--- config.mk ---
export PLATFORM = sky130hd
export DESIGN_NAME = bcd_calendar
export DESIGN_NICKNAME = d
export VERILOG_FILES = /design/src/rtl/rtc_pkg.sv /design/src/rtl/rtc_tick_div.sv /design/src/rtl/rtc_time_regs.sv /design/src/rtl/rtc_date_regs.sv /design/src/rtl/bcd_calendar.sv
export SDC_FILE = /design/constraint.sdc
export NUM_CORES = 1
export LEC_CHECK = 0
export ABC_CLOCK_PERIOD_IN_PS = 5400
export BUFFER_PORTS_ARGS = -buffer_cell sky130_fd_sc_hd__buf_2
export CAP_MARGIN = 5
export CORE_AREA = 2 2 106 108
export CTS_CLUSTER_DIAMETER = 120
export DETAILED_ROUTE_END_ITERATION = 8
export DIE_AREA = 0 0 108 110
export GPL_TIMING_DRIVEN = 0
export PLACE_DENSITY = 0.71
export SLEW_MARGIN = 20
export SYNTH_ARGS = -nofsm -noshare
export SYNTH_HDL_FRONTEND = slang
export SYNTH_SLANG_ARGS = --single-unit
--- constraint.sdc ---
create_clock -name clk_i -period 5.4 [get_ports clk_i]
set_clock_uncertainty 0.15 [all_clocks]
set_input_delay 0.54 -clock clk_i [delete_from_list [all_inputs] [get_ports clk_i]]
set_output_delay 0.54 -clock clk_i [all_outputs]
set_load 0.05 [all_outputs]
--- src/rtl/rtc_pkg.sv ---
package rtc_pkg;
  localparam int unsigned REG_NUM = 8;
  localparam int unsigned IDX_W   = $clog2(REG_NUM);

  typedef enum logic [IDX_W-1:0] {
    IDX_SEC  = 3'd0,
    IDX_MIN  = 3'd1,
    IDX_HOUR = 3'd2,
    IDX_DATE = 3'd3,
    IDX_MON  = 3'd4,
    IDX_DOW  = 3'd5,
    IDX_YEAR = 3'd6,
    IDX_RSVD = 3'd7
  } reg_idx_e;

  function automatic logic [7:0] bcd_inc(input logic [7:0] v);
    if (v[3:0] >= 4'd9) bcd_inc = {v[7:4] + 4'd1, 4'd0};
    else                bcd_inc = {v[7:4], v[3:0] + 4'd1};
  endfunction

  // 10 = 2 mod 4, so the year is divisible by 4 iff ones + 2*tens[0] is
  function automatic logic is_leap(input logic [7:0] yr);
    logic [3:0] s;
    s = yr[3:0] + {2'b00, yr[4], 1'b0};
    is_leap = (s[1:0] == 2'b00);
  endfunction

  function automatic logic [7:0] month_last(input logic [7:0] mon, input logic leap);
    case (mon)
      8'h02:                      month_last = leap ? 8'h29 : 8'h28;
      8'h04, 8'h06, 8'h09, 8'h11: month_last = 8'h30;
      default:                    month_last = 8'h31;
    endcase
  endfunction

  function automatic logic [7:0] reg_mask(input logic [IDX_W-1:0] idx);
    case (idx)
      3'd0:    reg_mask = 8'hFF;
      3'd1:    reg_mask = 8'h7F;
      3'd2:    reg_mask = 8'hBF;
      3'd3:    reg_mask = 8'h3F;
      3'd4:    reg_mask = 8'h1F;
      3'd5:    reg_mask = 8'h07;
      3'd6:    reg_mask = 8'hFF;
      default: reg_mask = 8'h00;
    endcase
  endfunction
endpackage

--- src/rtl/rtc_tick_div.sv ---
module rtc_tick_div #(
  parameter int unsigned DIV = 32768
) (
  input  logic clk_i,
  input  logic rst_ni,
  input  logic ref_en_i,
  input  logic clr_i,
  output logic tick_o
);
  localparam int unsigned CNT_W = (DIV > 2) ? $clog2(DIV) : 1;
  localparam logic [CNT_W-1:0] LAST = CNT_W'(DIV - 1);

  logic [CNT_W-1:0] cnt_q;

  always_ff @(posedge clk_i or negedge rst_ni) begin
    if (!rst_ni) begin
      cnt_q  <= '0;
      tick_o <= 1'b0;
    end else if (clr_i) begin
      cnt_q  <= '0;
      tick_o <= 1'b0;
    end else if (ref_en_i) begin
      if (cnt_q == LAST) begin
        cnt_q  <= '0;
        tick_o <= 1'b1;
      end else begin
        cnt_q  <= cnt_q + 1'b1;
        tick_o <= 1'b0;
      end
    end else begin
      tick_o <= 1'b0;
    end
  end

  AST_DIV_RESTART: assert property (@(posedge clk_i) disable iff (!rst_ni)
    clr_i |=> (cnt_q == '0) && !tick_o);
  AST_TICK_SINGLE: assert property (@(posedge clk_i) disable iff (!rst_ni)
    tick_o |=> !tick_o);
  AST_TICK_SOURCE: assert property (@(posedge clk_i) disable iff (!rst_ni)
    (ref_en_i && !clr_i && cnt_q != LAST) |=> !tick_o);
endmodule

--- src/rtl/rtc_time_regs.sv ---
module rtc_time_regs
  import rtc_pkg::*;
(
  input  logic             clk_i,
  input  logic             rst_ni,
  input  logic             tick_i,
  input  logic             wr_en_i,
  input  logic [IDX_W-1:0] wr_idx_i,
  input  logic [7:0]       wr_data_i,
  output logic [7:0]       sec_o,
  output logic [7:0]       min_o,
  output logic [7:0]       hour_o,
  output logic             day_carry_o
);
  logic [7:0] sec_q, min_q, hour_q, hour_n;
  logic       adv, sec_wrap, min_wrap, min_carry, hr_carry, day_c;
  logic       wr_sec, wr_min, wr_hour;

  assign wr_sec  = wr_en_i && (wr_idx_i == IDX_SEC);
  assign wr_min  = wr_en_i && (wr_idx_i == IDX_MIN);
  assign wr_hour = wr_en_i && (wr_idx_i == IDX_HOUR);

  assign adv       = tick_i && !sec_q[7];
  assign sec_wrap  = (sec_q[6:0] == 7'h59);
  assign min_wrap  = (min_q == 8'h59);
  assign min_carry = adv && sec_wrap;
  assign hr_carry  = min_carry && min_wrap;

  always_comb begin
    hour_n = hour_q;
    day_c  = 1'b0;
    if (hour_q[7]) begin
      if (hour_q[4:0] == 5'h12) begin
        hour_n = {hour_q[7], 1'b0, hour_q[5], 5'h01};
      end else if (hour_q[4:0] == 5'h11) begin
        hour_n = {hour_q[7], 1'b0, ~hour_q[5], 5'h12};
        day_c  = hour_q[5];
      end else if (hour_q[3:0] == 4'h9) begin
        hour_n = {hour_q[7:5], 1'b1, 4'h0};
      end else begin
        hour_n = {hour_q[7:4], hour_q[3:0] + 4'd1};
      end
    end else begin
      if (hour_q[5:0] == 6'h23) begin
        hour_n = 8'h00;
        day_c  = 1'b1;
      end else if (hour_q[3:0] == 4'h9) begin
        hour_n = {2'b00, hour_q[5:4] + 2'd1, 4'h0};
      end else begin
        hour_n = {hour_q[7:4], hour_q[3:0] + 4'd1};
      end
    end
  end

  assign day_carry_o = hr_carry && day_c;

  always_ff @(posedge clk_i or negedge rst_ni) begin
    if (!rst_ni) begin
      sec_q  <= 8'h80;
      min_q  <= 8'h00;
      hour_q <= 8'h00;
    end else begin
      if (wr_sec)         sec_q  <= wr_data_i;
      else if (adv)       sec_q  <= sec_wrap ? 8'h00 : bcd_inc({1'b0, sec_q[6:0]});
      if (wr_min)         min_q  <= wr_data_i;
      else if (min_carry) min_q  <= min_wrap ? 8'h00 : bcd_inc(min_q);
      if (wr_hour)        hour_q <= wr_data_i;
      else if (hr_carry)  hour_q <= hour_n;
    end
  end

  assign sec_o  = sec_q;
  assign min_o  = min_q;
  assign hour_o = hour_q;

  AST_HALT_HOLD: assert property (@(posedge clk_i) disable iff (!rst_ni)
    (sec_q[7] && !wr_en_i) |=> $stable(sec_q) && $stable(min_q) && $stable(hour_q));
  AST_SEC_WRAP: assert property (@(posedge clk_i) disable iff (!rst_ni)
    (adv && sec_wrap && !wr_en_i) |=> (sec_q == 8'h00));
  AST_24H_MIDNIGHT: assert property (@(posedge clk_i) disable iff (!rst_ni)
    (day_carry_o && !hour_q[7] && !wr_en_i) |=> (hour_q == 8'h00));
  AST_12H_NOON: assert property (@(posedge clk_i) disable iff (!rst_ni)
    (hr_carry && hour_q[7] && hour_q[4:0] == 5'h11 && !wr_en_i)
      |=> (hour_q[4:0] == 5'h12) && (hour_q[5] != $past(hour_q[5])));
  AST_12H_ONE: assert property (@(posedge clk_i) disable iff (!rst_ni)
    (hr_carry && hour_q[7] && hour_q[4:0] == 5'h12 && !wr_en_i)
      |=> (hour_q[4:0] == 5'h01) && $stable(hour_q[5]));
endmodule

--- src/rtl/rtc_date_regs.sv ---
module rtc_date_regs
  import rtc_pkg::*;
(
  input  logic             clk_i,
  input  logic             rst_ni,
  input  logic             day_carry_i,
  input  logic             wr_en_i,
  input  logic [IDX_W-1:0] wr_idx_i,
  input  logic [7:0]       wr_data_i,
  output logic [7:0]       date_o,
  output logic [7:0]       mon_o,
  output logic [7:0]       dow_o,
  output logic [7:0]       year_o
);
  logic [7:0] date_q, mon_q, dow_q, year_q, last_day;
  logic       date_wrap, mon_carry, year_carry;
  logic       wr_date, wr_mon, wr_dow, wr_year;

  assign wr_date = wr_en_i && (wr_idx_i == IDX_DATE);
  assign wr_mon  = wr_en_i && (wr_idx_i == IDX_MON);
  assign wr_dow  = wr_en_i && (wr_idx_i == IDX_DOW);
  assign wr_year = wr_en_i && (wr_idx_i == IDX_YEAR);

  assign last_day   = month_last(mon_q, is_leap(year_q));
  assign date_wrap  = (date_q == last_day);
  assign mon_carry  = day_carry_i && date_wrap;
  assign year_carry = mon_carry && (mon_q == 8'h12);

  always_ff @(posedge clk_i or negedge rst_ni) begin
    if (!rst_ni) begin
      date_q <= 8'h01;
      mon_q  <= 8'h01;
      dow_q  <= 8'h01;
      year_q <= 8'h00;
    end else begin
      if (wr_date)          date_q <= wr_data_i;
      else if (day_carry_i) date_q <= date_wrap ? 8'h01 : bcd_inc(date_q);
      if (wr_mon)           mon_q  <= wr_data_i;
      else if (mon_carry)   mon_q  <= (mon_q == 8'h12) ? 8'h01 : bcd_inc(mon_q);
      if (wr_dow)           dow_q  <= wr_data_i;
      else if (day_carry_i) dow_q  <= (dow_q == 8'h07) ? 8'h01 : dow_q + 8'd1;
      if (wr_year)          year_q <= wr_data_i;
      else if (year_carry)  year_q <= (year_q == 8'h99) ? 8'h00 : bcd_inc(year_q);
    end
  end

  assign date_o = date_q;
  assign mon_o  = mon_q;
  assign dow_o  = dow_q;
  assign year_o = year_q;

  AST_FEB_LEN: assert property (@(posedge clk_i) disable iff (!rst_ni)
    (day_carry_i && mon_q == 8'h02 && date_q == 8'h28 && !wr_en_i)
      |=> ((date_q == 8'h29) == is_leap(year_q)));
  AST_SHORT_MONTH: assert property (@(posedge clk_i) disable iff (!rst_ni)
    (day_carry_i && mon_q == 8'h04 && date_q == 8'h30 && !wr_en_i)
      |=> (date_q == 8'h01) && (mon_q == 8'h05));
  AST_YEAR_WRAP: assert property (@(posedge clk_i) disable iff (!rst_ni)
    (year_carry && year_q == 8'h99 && !wr_en_i) |=> (year_q == 8'h00) && (mon_q == 8'h01));
  AST_DOW_WRAP: assert property (@(posedge clk_i) disable iff (!rst_ni)
    (day_carry_i && dow_q == 8'h07 && !wr_en_i) |=> (dow_q == 8'h01));
endmodule

--- src/rtl/bcd_calendar.sv ---
module bcd_calendar
  import rtc_pkg::*;
#(
  parameter int unsigned REF_DIV = 32768
) (
  input  logic       clk_i,
  input  logic       rst_ni,
  input  logic       ref_en_i,
  input  logic       wr_en_i,
  input  logic [2:0] wr_idx_i,
  input  logic [7:0] wr_data_i,
  input  logic [2:0] rd_idx_i,
  output logic [7:0] rd_data_o
);
  logic       tick, day_carry, div_clr;
  logic [7:0] wr_data_m;
  logic [7:0] sec, min, hour, date, mon, dow, year;

  assign wr_data_m = wr_data_i & reg_mask(wr_idx_i);
  assign div_clr   = wr_en_i && (wr_idx_i == IDX_SEC);

  rtc_tick_div #(.DIV(REF_DIV)) u_div (
    .clk_i    (clk_i),
    .rst_ni   (rst_ni),
    .ref_en_i (ref_en_i),
    .clr_i    (div_clr),
    .tick_o   (tick)
  );

  rtc_time_regs u_time (
    .clk_i       (clk_i),
    .rst_ni      (rst_ni),
    .tick_i      (tick),
    .wr_en_i     (wr_en_i),
    .wr_idx_i    (wr_idx_i),
    .wr_data_i   (wr_data_m),
    .sec_o       (sec),
    .min_o       (min),
    .hour_o      (hour),
    .day_carry_o (day_carry)
  );

  rtc_date_regs u_date (
    .clk_i       (clk_i),
    .rst_ni      (rst_ni),
    .day_carry_i (day_carry),
    .wr_en_i     (wr_en_i),
    .wr_idx_i    (wr_idx_i),
    .wr_data_i   (wr_data_m),
    .date_o      (date),
    .mon_o       (mon),
    .dow_o       (dow),
    .year_o      (year)
  );

  always_comb begin
    case (rd_idx_i)
      IDX_SEC:  rd_data_o = sec;
      IDX_MIN:  rd_data_o = min;
      IDX_HOUR: rd_data_o = hour;
      IDX_DATE: rd_data_o = date;
      IDX_MON:  rd_data_o = mon;
      IDX_DOW:  rd_data_o = dow;
      IDX_YEAR: rd_data_o = year;
      default:  rd_data_o = 8'h00;
    endcase
  end

  AST_UNUSED_BITS: assert property (@(posedge clk_i) disable iff (!rst_ni)
    (min[7] == 1'b0) && (hour[6] == 1'b0) && (date[7:6] == 2'b00)
      && (mon[7:5] == 3'b000) && (dow[7:3] == 5'b00000));
endmodule

==> results <==
- For this block, the routed nets add up to about 15000 um of wire.
- The relative slew slack is about half.
- In this run, the number of DRC markers left after iteration 0 of detailed routing was roughly 310.
- The type of the worst setup path is reg -> reg.
- In this run, synthesis produced a sequential element count of 72.
- Clock-pin slew was measured on the worst setup and hold paths at approximately 0.080 ns.
- The clock tree from TritonCTS is built.
- The post-route cell area is roughly 5700 sq um.
- The highest net fanout along the worst path is 9.
- The number of violations of the max-capacitance limit is 0.
- The number of nets in the final layout is just under 700.
- The post-route netlist has between 10% and 20% of its cells at a drive strength greater than 1.
- In this run the cell area of the synthesized design comes to 5220 sq um.
- The number of vias in the routed layout is 4879.
- Counting cells, the worst reg-to-reg path comes to 9.
- The weighted congestion reported at the end of routability-driven placement is 0.989.
- The nature of the critical path startpoint is a flop.
- The Yosys step of the flow raised 0 warnings.
- The detailed placer's ending HPWL is ~11000 um.
- The total track usage is 26.6%.
- At the worst endpoint, the arrival time is approximately 3.4 ns.
- Data on the critical path is required at its endpoint by between 5 and 6 ns.
- In this run the horizontal extent of the chip is around 110 um.
- Counting flops with an async set or reset pin after synthesis yields a share of 100%.
- Of the total synthesized cell area, the portion taken by XOR and XNOR cells is roughly 4%.
- The most common cell in the netlist is sky130_fd_sc_hd__nand2_1.
- The worst hold endpoint is u_date.mon_o[0].
- Timing would allow up to 311 MHz.
- By count the netlist is led by sky130_fd_sc_hd__nand2_1, sky130_fd_sc_hd__dfrtp_1, sky130_fd_sc_hd__nor2_1.
- The max-slew violation count is 0.
- The number of cells on the worst hold path is 3.
- The sequential area share after synthesis is around a third.
- After Yosys synthesis, full adders, half adders and majority gates account for 7.20% of the synthesized area.
- The die covers 11900 sq um.
- The core area is approximately 11000 sq um.
- The master cell of the clock root buffer is sky130_fd_sc_hd__clkbuf_8.
- Counting every instance in the synthesized netlist gives 607.
- The largest total area in the synthesized netlist belongs to sky130_fd_sc_hd__dfrtp_1.
- The share of synthesized cell area in and, or, nand and nor gates is about a quarter.
- The final count of negative-setup-slack endpoints is 0.
- The class of the most critical hold timing path is in -> reg.
- Once detail routing completed, the nets flagged for antenna violations numbered 0.
- 26 I/O pins were placed.
- No sink is reached through more buffers than the 2 on the longest clock path.
- Entering global routing, the biggest net connects between 40 and 50 pins.
- The combinational family with the most area after synthesis is simple AND/OR/NAND/NOR gates.
- The total overflow left after global routing is 0.
- The peak ir drop on the vdd network is ~0.16 mV.
- The number of clock sinks is between 70 and 80.
- The run finished with clean final reports.
- The worst setup path is captured at a flop.
- The starting density of the core is approximately half.
- The final critical path takes up about three fifths of the cycle.
- Synthesis instantiated 71 different standard cells from the library.
- The relative area change from synthesis to final layout is 10.1%.
- At the end of the flow the core is filled with cells to between 50% and 60%.
- In this run, CTS created clock tree buffers numbering 9.
- The total placed instance area is 5530 sq um.
- The final critical-path required period is between 3 and 4 ns.
- The initial antenna violation count came to 0.
- The first-pass iteration count of the detailed router is 6.
- The setup slack on the worst flop-to-flop path is about 2.2 ns.
- The count of port buffers added during placement is 22.
- CTS built an H-tree with a depth of 3.
- The area fraction in compound gates after synthesis is 19.3%.
- The later pin in the worst-skew pair is clocked with a latency of between 0.3 and 0.4 ns.
- The site row count is 38.
- The floorplan step set the die height to 110 um.
- The global-route wire length before repair is approximately 24000 um.
- The slew at the pin closest to its max-slew limit is 0.759 ns.
- Final hold analysis gives a worst-case slack of approximately 0.25 ns.
- The source of the worst register-to-register timing path is u_time.sec_o[1].
- Dividing the synthesized area by the synthesized cell count gives about 8.6 sq um.
- The static leakage is about 2.4 nW.
- The number of global-route vias before repair is 4836.
- In this run the power density over the cells is between 300 and 400 nW/um^2.
- The critical hold path startpoint is wr_data_i[0].
- The number of antenna diodes in the final layout is 0.
- The number of nets in the synthesized netlist is between 600 and 700.
- The final count of hold timing violations is 0.
- The total of fill cells in the finished design is 1005.
- The most used flip-flop cell after synthesis is sky130_fd_sc_hd__dfrtp_1.
- The wire length per cell after detailed routing is roughly 19 um.
- The count of flip-flops with a built-in enable after synthesis is 0.
- Of the post-synthesis cell area, the dominant cell type holds between 30% and 40%.
- Setup repair after global routing left no endpoint under its margin.
- The ratio of routed vias to standard cells is roughly 6.2.
- The remaining routing DRC violations is 0.
- After routing, the total negative slack on setup checks comes to 0 ns.
- The share of cell area taken by muxes after synthesis is 5.64%.
- By area the synthesized netlist is led by sky130_fd_sc_hd__dfrtp_1, sky130_fd_sc_hd__ha_1, sky130_fd_sc_hd__nand2_1.
- The worst reg2reg path endpoint is u_date.year_o[1].
-- placed cells by master (no fill, tap or decap), types with 9 or more instances in the layout --
| cell type | count |
|---|---|
| sky130_fd_sc_hd__nand2_1 | 73 |
| sky130_fd_sc_hd__dfrtp_1 | 68 |
| sky130_fd_sc_hd__buf_2 | 25 |
| sky130_fd_sc_hd__nor3_1 | 10 |
| sky130_fd_sc_hd__nand2b_1 | 9 |
| sky130_fd_sc_hd__a31oi_1 | 12 |
| sky130_fd_sc_hd__o22ai_1 | 11 |
| sky130_fd_sc_hd__ha_1 | 30 |
| sky130_fd_sc_hd__clkbuf_8 | 10 |
| sky130_fd_sc_hd__clkbuf_1 | 14 |
| sky130_fd_sc_hd__inv_1 | 28 |
| sky130_fd_sc_hd__o21ai_0 | 44 |
| sky130_fd_sc_hd__nor2b_1 | 11 |
| sky130_fd_sc_hd__a21oi_1 | 23 |
| sky130_fd_sc_hd__mux2i_1 | 11 |
| sky130_fd_sc_hd__nand4_1 | 13 |
| sky130_fd_sc_hd__nand3_1 | 34 |
| sky130_fd_sc_hd__xor2_1 | 16 |
| sky130_fd_sc_hd__nor2_1 | 57 |
-- critical path, cell delays in order (launching register included) --
cell and delay (ns):
sky130_fd_sc_hd__dfrtp_1 0.40, sky130_fd_sc_hd__inv_1 0.15, sky130_fd_sc_hd__ha_1 0.20, sky130_fd_sc_hd__and2_1 0.16
sky130_fd_sc_hd__nand4_1 0.27, sky130_fd_sc_hd__nor2_1 0.52, sky130_fd_sc_hd__nand2_1 0.34, sky130_fd_sc_hd__nor3_4 0.52
sky130_fd_sc_hd__a41oi_1 0.23, sky130_fd_sc_hd__a22oi_1 0.19
-- kinds of logic after synthesis --
logic type               count (synthesis)
AO/OA/AOI/OAI                          152
multiplexers                            22
XOR/XNOR                                24
flip-flops                              72
AND/OR/NAND/NOR                        258
adder cells (fa/ha/maj)                 30
buffers and inverters                   49
-- registers in the layout, summed over array words and instances (netlist names) --
register and count:
u_date.date_o 8, u_div.tick_o 1, u_div.cnt_q 15, u_time.hour_o 8, u_time.min_o 8, u_time.sec_o 8, u_date.dow_o 8, u_date.mon_o 8
u_date.year_o 8
-- metrics by stage --
stage | setup WS, ns | std cells | total power [mW]
finish | 2.19 | 786 | 1.80
global route | 1.97 | 786 | 1.91
floorplan | 2.30 | 607 | 1.17
detailed placement | 2.26 | 770 | 1.35
global placement | 2.38 | 769 | 1.32
CTS | 2.21 | 786 | 1.80
-- worst max path at each step --
stage                     from                to  slack [ns]
5_1_grt        u_time.sec_o[1]  u_date.year_o[1]        1.97
6_report       u_time.sec_o[1]  u_date.year_o[1]        2.19
4_1_cts        u_time.sec_o[1]  u_date.year_o[1]        2.21
3_3_place_gp   u_time.sec_o[1]  u_date.year_o[1]        2.38
2_1_floorplan      rd_idx_i[0]      rd_data_o[1]        2.30
3_5_place_dp   u_time.sec_o[1]   u_date.mon_o[2]        2.26
-- timing repair --
action / in CTS / in global routing
buffers inserted: 0 / 0
hold buffers: 1 / 0
gates resized for setup: 0 / 0
endpoints found under the hold margin: 23 / 0
-- final cells by class --
class                      instances  area, sq um  share of cell area [%]
multi-input combinational        486         3220                    56.0
sequential                        72         1810                    31.5
tap                              140          175                    3.05
timing repair buffer              24          150                    2.62
clock buffer                      11          141                    2.46
inverter                          29          109                    1.90
buffer                            20         87.6                    1.53
clock inverter                     4         53.8                   0.937
-- routing by layer --
metal / GRT usage (%) / routed length, um
met4: 12.6 / 597
met1: 32.6 / 6270
met2: 44.6 / 6880
met5: 0 / 0
met3: 6.06 / 996
-- power breakdown --
part | switching [mW] | internal (mW) | total [mW]
clock | 0.224 | 0.225 | 0.449
sequential | 0.155 | 0.640 | 0.795
combinational | 0.332 | 0.225 | 0.557
total | 0.710 | 1.09 | 1.80
(Power assumes the default switching activity.)
